===== src/rtl/raster_meter.sv =====
module raster_meter #(
  parameter int CW          = 12,
  parameter int DW          = 10,
  parameter int COMMIT_LINE = 12,
  parameter int EAV_WORDS   = 4
) (
  input  logic          clk,
  input  logic          rst_n,
  input  logic          smp_en,
  input  logic          src_direct,
  input  logic [DW-1:0] vid_data,
  input  logic          h_in,
  input  logic          v_in,
  input  logic          f_in,
  input  logic [1:0]    rd_addr,
  output logic [CW-1:0] rd_data
);
  localparam logic [CW-1:0] ONE    = {{(CW-1){1'b0}}, 1'b1};
  localparam logic [CW-1:0] CLINE  = CW'(COMMIT_LINE);
  localparam logic [CW-1:0] EAVN   = CW'(EAV_WORDS);
  localparam logic [DW-1:0] W_ONES = {DW{1'b1}};
  localparam int FB = DW - 2;
  localparam int VB = DW - 3;
  localparam int HB = DW - 4;

  function automatic logic [CW-1:0] sinc(input logic [CW-1:0] x);
    return (&x) ? x : x + ONE;
  endfunction

  // embedded reference decode
  logic [1:0] seq_st;
  logic       trs_h, trs_v, trs_f;
  wire        w_ones = (vid_data == W_ONES);
  wire        w_zero = (vid_data == '0);

  always_ff @(posedge clk) begin
    if (!rst_n) begin
      seq_st <= 2'd0;
      trs_h  <= 1'b1;
      trs_v  <= 1'b1;
      trs_f  <= 1'b0;
    end else if (smp_en) begin
      if (seq_st == 2'd3) begin
        seq_st <= 2'd0;
        trs_f  <= vid_data[FB];
        trs_v  <= vid_data[VB];
        trs_h  <= vid_data[HB];
      end else if (w_ones) seq_st <= 2'd1;
      else if (seq_st != 2'd0 && w_zero) seq_st <= seq_st + 2'd1;
      else seq_st <= 2'd0;
    end
  end

  // effective flags and events
  wire eff_h = src_direct ? h_in : trs_h;
  wire eff_v = src_direct ? v_in : trs_v;
  wire eff_f = src_direct ? f_in : trs_f;

  logic prev_h, prev_f, f_pend, frame_seen;
  wire  boundary    = eff_h & ~prev_h;
  wire  f_fall      = prev_f & ~eff_f;
  wire  frame_start = boundary & (f_fall | f_pend);

  logic [CW-1:0] smp_cnt, act_cnt, line_no, al_cnt;
  logic [CW-1:0] sh_tl, sh_al;
  logic [CW-1:0] hr_ts, hr_as, hr_tl, hr_al;

  wire [CW-1:0] act_meas = src_direct ? act_cnt :
                           (act_cnt >= EAVN) ? act_cnt - EAVN : '0;
  wire commit = smp_en & boundary & frame_seen & (line_no == CLINE);

  always_ff @(posedge clk) begin
    if (!rst_n) begin
      prev_h     <= 1'b1;
      prev_f     <= 1'b0;
      f_pend     <= 1'b0;
      frame_seen <= 1'b0;
      smp_cnt    <= '0;
      act_cnt    <= '0;
      line_no    <= '0;
      al_cnt     <= '0;
      sh_tl      <= '0;
      sh_al      <= '0;
    end else if (smp_en) begin
      prev_h  <= eff_h;
      prev_f  <= eff_f;
      f_pend  <= boundary ? 1'b0 : (f_pend | f_fall);
      smp_cnt <= boundary ? ONE : sinc(smp_cnt);
      if (boundary) act_cnt <= '0;
      else if (!eff_h) act_cnt <= sinc(act_cnt);
      if (frame_start) begin
        line_no    <= ONE;
        al_cnt     <= eff_v ? '0 : ONE;
        frame_seen <= 1'b1;
        if (frame_seen) begin
          sh_tl <= line_no;
          sh_al <= al_cnt;
        end
      end else if (boundary) begin
        line_no <= sinc(line_no);
        if (!eff_v) al_cnt <= sinc(al_cnt);
      end
    end
  end

  always_ff @(posedge clk) begin
    if (!rst_n) begin
      hr_ts <= '0;
      hr_as <= '0;
      hr_tl <= '0;
      hr_al <= '0;
    end else if (commit) begin
      hr_ts <= smp_cnt;
      hr_as <= act_meas;
      hr_tl <= sh_tl;
      hr_al <= sh_al;
    end
  end

  always_comb begin
    case (rd_addr)
      2'd0:    rd_data = hr_ts;
      2'd1:    rd_data = hr_as;
      2'd2:    rd_data = hr_tl;
      default: rd_data = hr_al;
    endcase
  end

  // host registers move only on a commit
  p_host_hold_r7: assert property (@(posedge clk) disable iff (!rst_n)
    !commit |=> $stable(hr_ts) && $stable(hr_as) && $stable(hr_tl) && $stable(hr_al));

  // a frame start makes the next line number 1
  p_frame_line1_r5: assert property (@(posedge clk) disable iff (!rst_n)
    (smp_en && frame_start) |=> line_no == ONE);

  // idle cycles leave the counters alone
  p_idle_hold_r12: assert property (@(posedge clk) disable iff (!rst_n)
    !smp_en |=> $stable(smp_cnt) && $stable(act_cnt) && $stable(line_no) && $stable(al_cnt));

  // active samples never exceed the samples of the same line
  p_act_le_tot_r4: assert property (@(posedge clk) disable iff (!rst_n)
    act_cnt <= smp_cnt);

  // a saturated sample count stays saturated within the line
  p_sat_hold_r11: assert property (@(posedge clk) disable iff (!rst_n)
    (smp_en && !boundary && (&smp_cnt)) |=> (&smp_cnt));
endmodule


===== config.mk =====
export PLATFORM = sky130hd
export DESIGN_NAME = raster_meter
export DESIGN_NICKNAME = d
export VERILOG_FILES = /design/src/rtl/raster_meter.sv
export SDC_FILE = /design/constraint.sdc
export NUM_CORES = 1
export LEC_CHECK = 0
export BUFFER_PORTS_ARGS = -buffer_cell sky130_fd_sc_hd__buf_2
export CAP_MARGIN = 20
export CORE_MARGIN = 2
export CORE_UTILIZATION = 35
export DETAILED_ROUTE_END_ITERATION = 8
export HOLD_SLACK_MARGIN = 0.15
export SLEW_MARGIN = 20
export SYNTH_ARGS = -nofsm -noshare
export SYNTH_HDL_FRONTEND = slang
export SYNTH_SLANG_ARGS = --single-unit

===== constraint.sdc =====
create_clock -name clk -period 1.8 [get_ports clk]
set_input_delay 0.18 -clock clk [delete_from_list [all_inputs] [get_ports clk]]
set_output_delay 0.18 -clock clk [all_outputs]
set_load 0.01 [all_outputs]

# Yosys cells after proc, flatten, opt, wreduce, memory -nomap -nowiden
# Cells that the tools add are included.
[totals]
ff_bits = 129
input_bits = 19
[op_classes]
add_sub_neg = 6
order_cmp = 1
n_eq_ne = 11
n_mux = 23
bitwise_logic = 9
reduce_logical = 16
[ops]
columns = ["operator", "count"]
rows = [
  ["$mux W12", 14],
  ["$add A12 B1 Y12 const B", 4],
  ["$reduce_and A12 Y1", 4],
  ["$pmux W12 S3", 1],
  ["$eq A12 B4 Y1 const B", 1],
  ["$ge A12 B3 Y1 const B", 1],
  ["$sub A12 B3 Y12 const B", 1],
  ["$eq A10 B10 Y1 const B", 1],
  ["$logic_not A10 Y1", 1],
  ["$reduce_and A3 Y1", 3],
  ["$ne A2 B2 Y1 const B", 4],
  ["$and A1 B1 Y1", 6],
  ["$mux W2", 3],
  ["$reduce_and A2 Y1", 3],
  ["$mux W1", 5],
  ["$eq A2 B2 Y1 const B", 2],
  ["$ne A2 B1 Y1 const B", 2],
  ["$reduce_and A4 Y1", 1],
  ["$reduce_bool A2 Y1", 2],
  ["$add A2 B1 Y2 const B", 1],
  ["$eq A2 B1 Y1 const B", 1],
  ["$logic_not A2 Y1", 1],
  ["$not A1 Y1", 2],
  ["$logic_and A1 B1 Y1", 1],
  ["$or A1 B1 Y1", 1],
]

# Logic depth before layout (Yosys ltp)
# Gate-level depths: netlist of run 1.
[logic_depth]
word_depth = 7
mapped_depth = 9
mapped_depth_nobuf = 7

# Worst setup path before layout of run 1
# OpenSTA, ideal clock, no wires.
[synth_path]
path_type = "reg2reg"
from = "reg act_cnt[2]"
to = "reg act_cnt[8]"
arrival_ns = 1.768
setup_slack_ns = -0.095
stages_incl_launch_ff = 8
n_path_buf = 1
period_less_slack_ns = 1.895
cell_sequence = "dfxtp_1 ha_1 nand3_1 o311ai_1 buf_2 a21oi_1 xnor2_1 nor2_1"
[synth_via]
elab_chain_cells = 4
[synth_rtl]
columns = ["item", "line", "source"]
rows = [
  ["from (decl)", "64", "logic [CW-1:0] smp_cnt, act_cnt, line_no, al_cnt;"],
  ["from (signal assigned)", "90", "else if (!eff_h) act_cnt <= sinc(act_cnt);"],
  ["$add A12 B1 Y12", "27", "return (&x) ? x : x + ONE;"],
  ["$mux W12", "27", ""],
  ["$mux W12", "90", ""],
  ["$mux W12", "89", "if (boundary) act_cnt <= '0;"],
]
# Parallel ways exist; a longest one is shown, timed or not. The select of a mux whose other input is x is not followed.
# A chain may end at the register's enable or synchronous reset.

# Final worst setup path of run 1
[layout_path]
from = "reg act_cnt[2]"
to = "reg hr_as[3]"
[layout_via]
elab_chain_cells = 3
[layout_rtl]
columns = ["item", "line", "source"]
rows = [
  ["$sub A12 B3 Y12 / $ge A12 B3 Y1 (equally long branches)", "69", "(act_cnt >= EAVN) ? act_cnt - EAVN : '0;"],
  ["$mux W12 *", "69", ""],
  ["$mux W12 *", "68", "wire [CW-1:0] act_meas = src_direct ? act_cnt :"],
  ["to (signal assigned)", "114", "hr_as <= act_meas;"],
  ["to (decl)", "66", "logic [CW-1:0] hr_ts, hr_as, hr_tl, hr_al;"],
]
# Mark *: on every way between the ends. The rest lies on a longest branch, timed or not.

==> results.env, run 1 <==
ASYNC_SET_OR_RESET_FLOP_FRACTION_IN_THE_SYNTHESIZED_NETLIST=0
AREAGROWTHSYNTHTOFINISH_PCT=28.7
CTS_ROOT_BUFFER='sky130_fd_sc_hd__clkbuf_16'
UTILIZATION=0.457
CLKLATENCYLATEPIN_NS=0.43
FIRST_PASS_ITERS=4
SLOWEST_STAGE='sky130_fd_sc_hd__dfxtp_2'
YS_DOMINANT_REG_CELL='sky130_fd_sc_hd__dfxtp_1'
DRT_ITER0_DRC=293
SYNTHESIZED_NETS=736
TRACK_USAGE=0.177
DESIGN.PORTCOUNT=31
MULTI_INPUT_COMB_AREA_SQ_UM=3380
FINAL_ANTENNA_NET_COUNT=0
REPORT.FINAL.SETUP_VIOL=0
NUMBER_OF_FLOPS_MAPPED_TO_ENABLE_CELLS_BY_YOSYS=0
INITIAL_UTILIZATION=0.355
POST_DRT_WL_PER_CELL_MICRONS=15.2
SYN_INST=706
FP.DIEW_MICRONS=136
VIAS=5195
SLEW_VIOLATIONS=0
SEQ_AREA_FRAC_SYNTH=0.423
NFILLCELLS=1718
TIMING.HOLD.WORST.START='vid_data[0]'
START_TO_END_TYPE_OF_THE_WORST_SETUP_PATH='reg2reg'
NETS=833
NUMBER_OF_BUFFERS_ON_THE_LONGEST_CLOCK_PATH=2
HOLD_SLACK_NS=0.187
POST-ROUTE-CELL-AREA_SQ_UM=7860
CTS_TREE='done'
POWER_PER_CELL_AREA_nW_PER_UM2=836
SLEW_HEADROOM=0.716
CTS_BUFFERS=17
SYNTHESIS.AREA_SQ_UM=6110
P_LEAK_nW=2.80
FIN_SKEW_NS=0.00896
DIODES=0
ANTENNA_VIOLATIONS_BEFORE_REPAIR=0
YS_TOP_CELLS_BY_AREA='sky130_fd_sc_hd__dfxtp_1, sky130_fd_sc_hd__nand2_1, sky130_fd_sc_hd__a21boi_0, sky130_fd_sc_hd__xnor2_1, sky130_fd_sc_hd__mux4_2'
HPWLAFTERDP_MICRONS=11000
MIN-DELAY-PATH-CLASS='in2reg'
FINALCRITPERIODSHARE=0.974
POST_PLACEMENT_WORST_SETUP_SLACK_NS=-0.0379
GRT_SETUP_UNREPAIRED='yes'
YOSYS_WARNINGS=0
CLK_PIN_SLEW_NS=0.06
CRIT_ARRIVAL_NS=2.12
GRT_MAX_DEGREE=95
POSTPLACECELLAREA_SQ_UM=7080
TIMING.FMAX_MHz=570
WORSTREGTOREGCELLS=8
GP_CONGESTION=0.824
CORE_AREA_SQ_UM=17200
STARTPOINT_TYPE='flip-flop'
FIN_WS_NS=0.0462
TIMING.FINAL.HOLD_VIOLATIONS=0
IR_WORST_VDD_mV=0.616
REGISTER_BIT_COUNT_REPORTED_BY_YOSYS=129
FF_LATCH_AREA_SQ_UM=2590
MIN_PATH_CELLS=5
GRT-OVFL-TOTAL=0
DESIGN.DIE.AREA_SQ_UM=18500
ROWS=48
WORST_HOLD_PATH_ENDPOINT='seq_st[0]'
DIE_H_MICRONS=136
REG2REG_FROM='act_cnt[2]'
WORST_SETUP_PATH_END_KIND='flip-flop'
YS_TYPES=56
MAX_STAGE_DELAY_NS=0.38
WIRE_LENGTH_OF_THE_FIRST_GLOBAL_ROUTING_PASS_MICRONS=25500
VIASPERCELL=5.00
TIMING.CRITICAL_PATH.FANOUT_MAX=5
TIMING.MAX_CAP.VIOLATIONS=0
TIMING.REG2REG.SETUP_SLACK_NS=0.05
RR_ENDPOINT='hr_as[3]'
VIA_COUNT_OF_THE_FIRST_GLOBAL_ROUTING_PASS=4908
TIGHTEST_SLEW_NS=0.421
DRT-TOTAL-WL_MICRONS=15800
NETLIST.AREA_LEADER.SHARE=0.423
POST-ROUTE-DRC-COUNT=0
LAYOUT_MIN_CYCLE_TIME_NS=1.75
PORTBUFFERS=30
RUN_STATUS='completed'
CP.REQUIRED_NS=2.16
LAYOUT-DRIVE-GT1-SHARE=0.237
LEADING_AREA_CONTRIBUTOR_AFTER_SYNTHESIS='sky130_fd_sc_hd__dfxtp_1'
CTS-HTREE-LEVELS=4
CRIT_PATH_CELL_CHAIN='inv_1, ha_1, nor3b_2, and4_1, nor3_4, buf_4, a22oi_1, nor2b_1'
SYNTHESIS.AREA_PER_INSTANCE_SQ_UM=8.65
CLOCK_SINKS=129
## power by group
group,total [W],internal [W],switching (W)
clock network,0.00342,0.00210,0.00132
logic,0.000274,0.000129,0.000145
registers,0.00287,0.00287,0.00000768
total,0.00657,0.00510,0.00147
## worst max path at each step
stage                    start    endpoint  slack (ns)  cells past startpoint
global route        line_no[0]    hr_al[9]       -0.09                      9
finish              act_cnt[2]    hr_as[3]        0.05                      8
CTS                 line_no[1]    hr_ts[4]        0.02                      9
floorplan           line_no[0]    hr_as[8]       0.006                      8
detailed placement  line_no[1]   hr_as[10]       -0.04                      8
global placement    act_cnt[2]  act_cnt[2]       -0.02                      7
## cell usage in the layout, fill, tap and decap left out, types with 11 or more instances in the layout
| master | count |
|---|---|
| sky130_fd_sc_hd__nand2_1 | 154 |
| sky130_fd_sc_hd__dfxtp_1 | 124 |
| sky130_fd_sc_hd__buf_4 | 79 |
| sky130_fd_sc_hd__a21boi_0 | 50 |
| sky130_fd_sc_hd__nor2_1 | 44 |
| sky130_fd_sc_hd__xnor2_1 | 34 |
| sky130_fd_sc_hd__buf_2 | 30 |
| sky130_fd_sc_hd__nand3_1 | 28 |
| sky130_fd_sc_hd__clkbuf_16 | 18 |
| sky130_fd_sc_hd__a21oi_1 | 17 |
| sky130_fd_sc_hd__inv_1 | 16 |
| sky130_fd_sc_hd__a21boi_1 | 15 |
| sky130_fd_sc_hd__nor3_1 | 14 |
| sky130_fd_sc_hd__nand4_1 | 14 |
| sky130_fd_sc_hd__mux4_2 | 12 |
| sky130_fd_sc_hd__nor2b_1 | 12 |
| sky130_fd_sc_hd__nor4_1 | 12 |
| sky130_fd_sc_hd__ha_1 | 11 |
## metrics by stage
step	setup TNS [ns]	std cells	total power, W
2_1_floorplan	0	706	0.00308
3_3_place_gp	-0.0181	1001	0.00320
3_5_place_dp	-0.256	1001	0.00320
4_1_cts	0	1035	0.00663
5_1_grt	-2.09	1040	0.00677
6_report	0	1040	0.00657
## layout make-up
cell class / instances / area share
Clock buffer: 19 / 0.0577
Tap cell: 225 / 0.0358
Clock inverter: 12 / 0.0170
Sequential cell: 129 / 0.330
Inverter: 16 / 0.00764
Multi-Input combinational cell: 517 / 0.430
Timing Repair Buffer: 122 / 0.122
## worst max-delay path, delay by kind of cell, from the launching register on
kind,cells,cell delay [ns]
adder cells (fa/ha/maj),1,0.22
AND/OR/NAND/NOR,4,0.74
flip-flops,1,0.38
buffers and inverters,2,0.28
AO/OA/AOI/OAI,1,0.07
## registers in the layout, summed over array words and instances (netlist names), 2 cells and up
name and count:
act_cnt 12, al_cnt 12, hr_al 12, hr_as 12
hr_tl 12, hr_ts 12, line_no 12, seq_st 2
sh_al 12, sh_tl 12, smp_cnt 12
## logic make-up after synthesis
family | after synthesis | synth area share
buffers and inverters | 60 | 0.0400
flip-flops | 129 | 0.423
adder cells (fa/ha/maj) | 11 | 0.0225
XOR/XNOR | 40 | 0.0574
AO/OA/AOI/OAI | 131 | 0.161
AND/OR/NAND/NOR | 318 | 0.243
multiplexers | 17 | 0.0533
## synth_stat cells, types with 3 or more instances
cell type	instances
sky130_fd_sc_hd__nand2_1	154
sky130_fd_sc_hd__dfxtp_1	129
sky130_fd_sc_hd__a21boi_0	67
sky130_fd_sc_hd__nor2_1	45
sky130_fd_sc_hd__xnor2_1	34
sky130_fd_sc_hd__clkbuf_1	32
sky130_fd_sc_hd__nand3_1	28
sky130_fd_sc_hd__a21oi_1	18
sky130_fd_sc_hd__inv_1	16
sky130_fd_sc_hd__nor3_1	15
sky130_fd_sc_hd__nand4_1	14
sky130_fd_sc_hd__nor4_1	13
sky130_fd_sc_hd__mux4_2	12
sky130_fd_sc_hd__nor2b_1	12
sky130_fd_sc_hd__ha_1	11
sky130_fd_sc_hd__a22oi_1	10
sky130_fd_sc_hd__buf_2	9
sky130_fd_sc_hd__o21ai_0	7
sky130_fd_sc_hd__a211oi_1	6
sky130_fd_sc_hd__or2_2	6
sky130_fd_sc_hd__xor2_1	6
sky130_fd_sc_hd__and3_1	5
sky130_fd_sc_hd__and4_1	4
sky130_fd_sc_hd__mux2i_1	3
sky130_fd_sc_hd__nand2b_1	3
sky130_fd_sc_hd__nor3b_1	3
sky130_fd_sc_hd__o211a_1	3
sky130_fd_sc_hd__or3_1	3
sky130_fd_sc_hd__or4_1	3
## per-layer routing
layer | wire (microns) | global-route usage | share of wire
met2 | 7500 | 0.283 | 0.47
met5 | 0 | 0 | 0
met3 | 467 | 0.0418 | 0.030
met4 | 274 | 0.0735 | 0.017
met1 | 7550 | 0.230 | 0.48
## repair_timing
action	in CTS	in global routing
resized for setup	2	41
hold buffers	3	0
buffers inserted	0	3
endpoints found under the setup margin	10	65
pin swaps	1	7
cloned	0	2
endpoints found under the hold margin	3	0
No activity file was read; power rests on OpenSTA's default activity.
==> inputs of run 2 (changes only) <==
--- a/config.mk
+++ b/config.mk
@@ -11,6 +11,7 @@
 export CORE_UTILIZATION = 35
 export DETAILED_ROUTE_END_ITERATION = 8
 export HOLD_SLACK_MARGIN = 0.15
+export PLACE_DENSITY = 0.49
 export SLEW_MARGIN = 20
 export SYNTH_ARGS = -nofsm -noshare
 export SYNTH_HDL_FRONTEND = slang
==> run 2 against run 1 <==
Against the previous run: flip-flop and latch count did not move; sequential power about the same; global-route usage rose by 0.58 points; combinational power is essentially flat; design area rose by 1.4%; routed wire length grew 5.7%; worst setup slack got worse by 0.014 ns.
==> results.env, run 2 (synthesized netlist as in run 1, its figures left out) <==
CTS_ROOT_BUFFER='sky130_fd_sc_hd__clkbuf_16'
DIODES=0
TIGHTEST_SLEW_NS=0.478
LAYOUT-DRIVE-GT1-SHARE=0.244
GRT_MAX_DEGREE=59
PORTBUFFERS=30
TRACK_USAGE=0.183
NETS=833
REPORT.FINAL.SETUP_VIOL=0
ROWS=48
SETUP-TNS-FINAL_NS=0
GRT_SETUP_UNREPAIRED='yes'
CRIT_ARRIVAL_NS=2.14
CORE_AREA_SQ_UM=17200
CP.REQUIRED_NS=2.17
INITIAL_UTILIZATION=0.355
AREAGROWTHSYNTHTOFINISH_PCT=30.4
POST-ROUTE-DRC-COUNT=0
NFILLCELLS=1717
FINALCRITPERIODSHARE=0.982
IR_WORST_VDD_mV=0.659
TIMING.FMAX_MHz=566
VIAS=5289
VIA_COUNT_OF_THE_FIRST_GLOBAL_ROUTING_PASS=5130
POWER_PER_CELL_AREA_nW_PER_UM2=853
VIASPERCELL=5.08
DIE_H_MICRONS=136
NUMBER_OF_BUFFERS_ON_THE_LONGEST_CLOCK_PATH=2
START_TO_END_TYPE_OF_THE_WORST_SETUP_PATH='reg2reg'
HOLD_SLACK_NS=0.166
SLEW_VIOLATIONS=0
LAYOUT.CELLS.MOST_COMMON='sky130_fd_sc_hd__nand2_1'
DRT-TOTAL-WL_MICRONS=16700
CLKLATENCYLATEPIN_NS=0.43
P_LEAK_nW=2.83
CTS_TREE='done'
CLK_PIN_SLEW_NS=0.06
UTILIZATION=0.464
RUN_STATUS='completed'
TIMING.CRITICAL_PATH.FANOUT_MAX=5
STARTPOINT_TYPE='flip-flop'
TIMING.MAX_CAP.VIOLATIONS=0
CTS_BUFFERS=17
GP_CONGESTION=0.882
FP.DIEW_MICRONS=136
FIN_SKEW_NS=0.00709
ANTENNA_VIOLATIONS_BEFORE_REPAIR=0
CLOCK_SINKS=129
HPWLAFTERDP_MICRONS=11800
FIRST_PASS_ITERS=5
WORST_SETUP_PATH_END_KIND='flip-flop'
FIN_WS_NS=0.0326
MOST-COMMON-LAYOUT-CELLS='sky130_fd_sc_hd__nand2_1, sky130_fd_sc_hd__dfxtp_1, sky130_fd_sc_hd__buf_4, sky130_fd_sc_hd__a21boi_0, sky130_fd_sc_hd__nor2_1'
MIN-DELAY-PATH-CLASS='in2reg'
DESIGN.PORTCOUNT=31
DESIGN.DIE.AREA_SQ_UM=18500
LAYOUT_MIN_CYCLE_TIME_NS=1.77
POST_PLACEMENT_WORST_SETUP_SLACK_NS=-0.183
CTS-HTREE-LEVELS=4
WIRE_LENGTH_OF_THE_FIRST_GLOBAL_ROUTING_PASS_MICRONS=26000
GRT-OVFL-TOTAL=0
POST_DRT_WL_PER_CELL_MICRONS=16.0
DRT_ITER0_DRC=314
SLEW_HEADROOM=0.679
TIMING.FINAL.HOLD_VIOLATIONS=0
REPORT.POWER.TOTAL_W=0.00679
FINAL_ANTENNA_NET_COUNT=0
-- run 2: path summary, 6_finish.rpt --
| kind | slack, ns | cells past startpoint | end | startpoint |
|---|---|---|---|---|
| worst min-delay path | 0.17 | 3 | al_cnt[0] | smp_en |
| worst min register to register | 0.46 | 2 | hr_ts[7] | hr_ts[7] |
| worst max-delay path | 0.03 | 6 | smp_cnt[5] | trs_h |
| worst max register to register | 0.03 | 6 | smp_cnt[5] | trs_h |
-- run 2: metrics by stage --
stage | cell area (sq um) | instances
finish | 7960 | 1041
global route | 7960 | 1041
CTS | 7710 | 1035
detailed placement | 7010 | 997
global placement | 7010 | 997
floorplan | 6110 | 706
-- run 2: worst max-delay path: stages (launching register included) --
cell	delay [ns]
sky130_fd_sc_hd__dfxtp_2	0.36
sky130_fd_sc_hd__mux2i_4	0.12
sky130_fd_sc_hd__buf_6	0.15
sky130_fd_sc_hd__o211ai_1	0.37
sky130_fd_sc_hd__o21ai_1	0.20
sky130_fd_sc_hd__or4_1	0.43
sky130_fd_sc_hd__nand2_1	0.08
-- run 2: power breakdown --
part,internal [W],switching [W],total [W]
clock,0.00238,0.00126,0.00364
combinational,0.000125,0.000150,0.000275
sequential,0.00287,0.00000807,0.00287
total,0.00537,0.00142,0.00679
-- run 2: timing repair --
item                                   4_1_cts  5_1_grt
buffers inserted                             1        1
pin swaps                                    3       10
setup endpoints to repair                   41       87
hold buffers                                 5        0
gates resized for setup                      4       45
cloned                                       0        5
endpoints found under the hold margin        8        0
-- run 2: final cells by class --
cell class	count	area (sq um)	area share
Multi-Input combinational cell	517	3450	0.433
Sequential cell	129	2590	0.325
Timing Repair Buffer	122	961	0.121
Clock buffer	22	464	0.0583
Tap cell	225	282	0.0354
Clock inverter	10	158	0.0198
Inverter	16	60.1	0.00754
-- run 2: routing by layer --
layer	routed length, microns	GRT usage	vias to the layer above	part of all wire
li1	-	-	2648	-
met1	7610	0.233	2519	0.46
met2	8220	0.306	100	0.49
met3	578	0.0362	22	0.035
met4	274	0.0694	0	0.016
met5	0	0	-	0
==> inputs of run 3 (changes only) <==
--- a/config.mk
+++ b/config.mk
@@ -7,7 +7,7 @@
 export LEC_CHECK = 0
 export BUFFER_PORTS_ARGS = -buffer_cell sky130_fd_sc_hd__buf_2
 export CAP_MARGIN = 20
-export CORE_MARGIN = 2
+export CORE_MARGIN = 4
 export CORE_UTILIZATION = 35
 export DETAILED_ROUTE_END_ITERATION = 8
 export HOLD_SLACK_MARGIN = 0.15
==> run 3 against run 2 <==
Against the previous run: sequential power hardly changed; worst hold slack better by 0.015 ns; design area is 1.8% higher; routed wire length is 2.8% higher; clock-buffer cell count is 3 lower; first-iteration DRC count is 8.6% lower; critical endpoint is now al_cnt[0].
==> results.env, run 3 (synthesized netlist as in run 1, its figures left out) <==
CRIT_PATH_CELL_CHAIN='dlygate4sd3_1, buf_4, nor2b_4, buf_4, nand3_1, buf_12, or2_2, o2bb2ai_1, o2bb2ai_1'
NUMBER_OF_BUFFERS_ON_THE_LONGEST_CLOCK_PATH=2
STARTPOINT_TYPE='primary input'
MIN-DELAY-PATH-CLASS='in2reg'
P_LEAK_nW=2.95
VIASPERCELL=5.05
LAYOUT_MIN_CYCLE_TIME_NS=1.75
DIODES=0
POWER.INTERNAL_W=0.00521
CRIT_ARRIVAL_NS=2.09
CP.REQUIRED_NS=2.14
VIA_COUNT_OF_THE_FIRST_GLOBAL_ROUTING_PASS=5157
POST-ROUTE-CELL-AREA_SQ_UM=8100
FIRST_PASS_ITERS=5
WORST_SETUP_PATH_END_KIND='flip-flop'
TIMING.FMAX_MHz=572
DESIGN.DIE.AREA_SQ_UM=19600
WORSTREGTOREGCELLS=5
AREAGROWTHSYNTHTOFINISH_PCT=32.7
PORTBUFFERS=30
GRT-OVFL-TOTAL=0
CORE_AREA_SQ_UM=17200
MIN_PATH_CELLS=5
POST_DRT_WL_PER_CELL_MICRONS=16.4
NFILLCELLS=1692
CLK_PIN_SLEW_NS=0.06
TRACK_USAGE=0.171
ANTENNA_VIOLATIONS_BEFORE_REPAIR=0
COMBPWRFRAC=0.042
FP.DIEW_MICRONS=140
FIN_WS_NS=0.0527
TIMING.CRITICAL_PATH.FANOUT_MAX=12
LAYOUT-DRIVE-GT1-SHARE=0.264
GP_CONGESTION=0.824
ROWS=48
CLOCK_SINKS=129
DRT_ITER0_DRC=287
POWER.SWITCHING_W=0.00146
CTS_TREE='done'
POWER_PER_CELL_AREA_nW_PER_UM2=823
POSTPLACECELLAREA_SQ_UM=7020
CTS_BUFFERS=17
SLEW_HEADROOM=0.677
MAX_STAGE_DELAY_NS=0.56
FINALCRITPERIODSHARE=0.971
CTS-HTREE-LEVELS=4
LAYOUT.CELLS.MOST_COMMON='sky130_fd_sc_hd__nand2_1'
WIRE_LENGTH_OF_THE_FIRST_GLOBAL_ROUTING_PASS_MICRONS=26800
POST-ROUTE-DRC-COUNT=0
VIAS=5274
DESIGN.PORTCOUNT=31
INITIAL_UTILIZATION=0.355
PART_OF_THE_POWER_IN_THE_CLOCK_NETWORK=0.527
HOLD_SLACK_NS=0.181
START_TO_END_TYPE_OF_THE_WORST_SETUP_PATH='in2reg'
DIE_H_MICRONS=140
RUN_STATUS='completed'
TIGHTEST_SLEW_NS=0.480
GRT_SETUP_UNREPAIRED='yes'
SEQPWRFRAC=0.431
TIMING.MAX_CAP.VIOLATIONS=0
TIMING.FINAL.HOLD_VIOLATIONS=0
REPORT.POWER.TOTAL_W=0.00667
HPWLAFTERDP_MICRONS=12000
FIN_SKEW_NS=0.00893
FINAL_ANTENNA_NET_COUNT=0
UTILIZATION=0.472
CTS_ROOT_BUFFER='sky130_fd_sc_hd__clkbuf_16'
CLKLATENCYLATEPIN_NS=0.42
SLEW_VIOLATIONS=0
POST_PLACEMENT_WORST_SETUP_SLACK_NS=-0.128
IR_WORST_VDD_mV=0.556
MOST-COMMON-LAYOUT-CELLS='sky130_fd_sc_hd__nand2_1, sky130_fd_sc_hd__dfxtp_1, sky130_fd_sc_hd__buf_4, sky130_fd_sc_hd__a21boi_0, sky130_fd_sc_hd__nor2_1'
SLOWEST_STAGE='sky130_fd_sc_hd__dlygate4sd3_1'
DRT-TOTAL-WL_MICRONS=17100
REPORT.FINAL.SETUP_VIOL=0
POWER.SWITCHING_FRACTION=0.219
GRT_MAX_DEGREE=50
NETS=836
[run 3: final cells by class]
type,instances,area [sq um],area share
timing repair buffer,124,1040,0.128
multi-input combinational,518,3530,0.436
tap,225,282,0.0347
inverter,16,60.1,0.00741
sequential,129,2590,0.320
clock buffer,19,443,0.0547
clock inverter,13,160,0.0198
[run 3: metal layers]
metal | up-vias | share of wire | routed length, microns | GRT usage
li1 | 2661 | - | - | -
met1 | 2503 | 0.47 | 8130 | 0.228
met2 | 85 | 0.48 | 8240 | 0.277
met3 | 25 | 0.023 | 395 | 0.0307
met4 | 0 | 0.022 | 384 | 0.0668
met5 | - | 0 | 0 | 0
[run 3: repair_timing]
action,4_1_cts,5_1_grt
setup endpoints to repair,49,108
gates cloned,0,6
buffers inserted,0,4
pin swaps,1,20
gates resized for setup,4,74
hold buffers,9,0
hold endpoints to repair,7,0
[run 3: critical path, delay by kind of cell]
family                 cells  cell delay [ns]
buffers and inverters      4             1.01
AND/OR/NAND/NOR            3             0.62
AO/OA/AOI/OAI              2             0.27
[run 3: stage by stage]
stage	TNS, ns	instances
3_3_place_gp	-0.327	993
2_1_floorplan	0	706
4_1_cts	0	1034
6_report	0	1044
3_5_place_dp	-2.22	993
5_1_grt	-0.267	1044
[run 3: path summary, 6_finish.rpt]
kind | from | endpoint | slack, ns
worst max register to register | trs_h | line_no[11] | 0.07
worst max-delay path | smp_en | al_cnt[0] | 0.05
worst min register to register | hr_tl[4] | hr_tl[4] | 0.45
worst min-delay path | vid_data[0] | seq_st[0] | 0.18
[run 3: power groups by stage]
| stage | sequential (W) | combinational (W) | clock [W] |
|---|---|---|---|
| floorplan | 0.00294 | 0.000143 | 0 |
| global placement | 0.00293 | 0.000252 | 0 |
| detailed placement | 0.00294 | 0.000254 | 0 |
| CTS | 0.00287 | 0.000267 | 0.00360 |
| global route | 0.00287 | 0.000302 | 0.00372 |
| finish | 0.00288 | 0.000279 | 0.00351 |
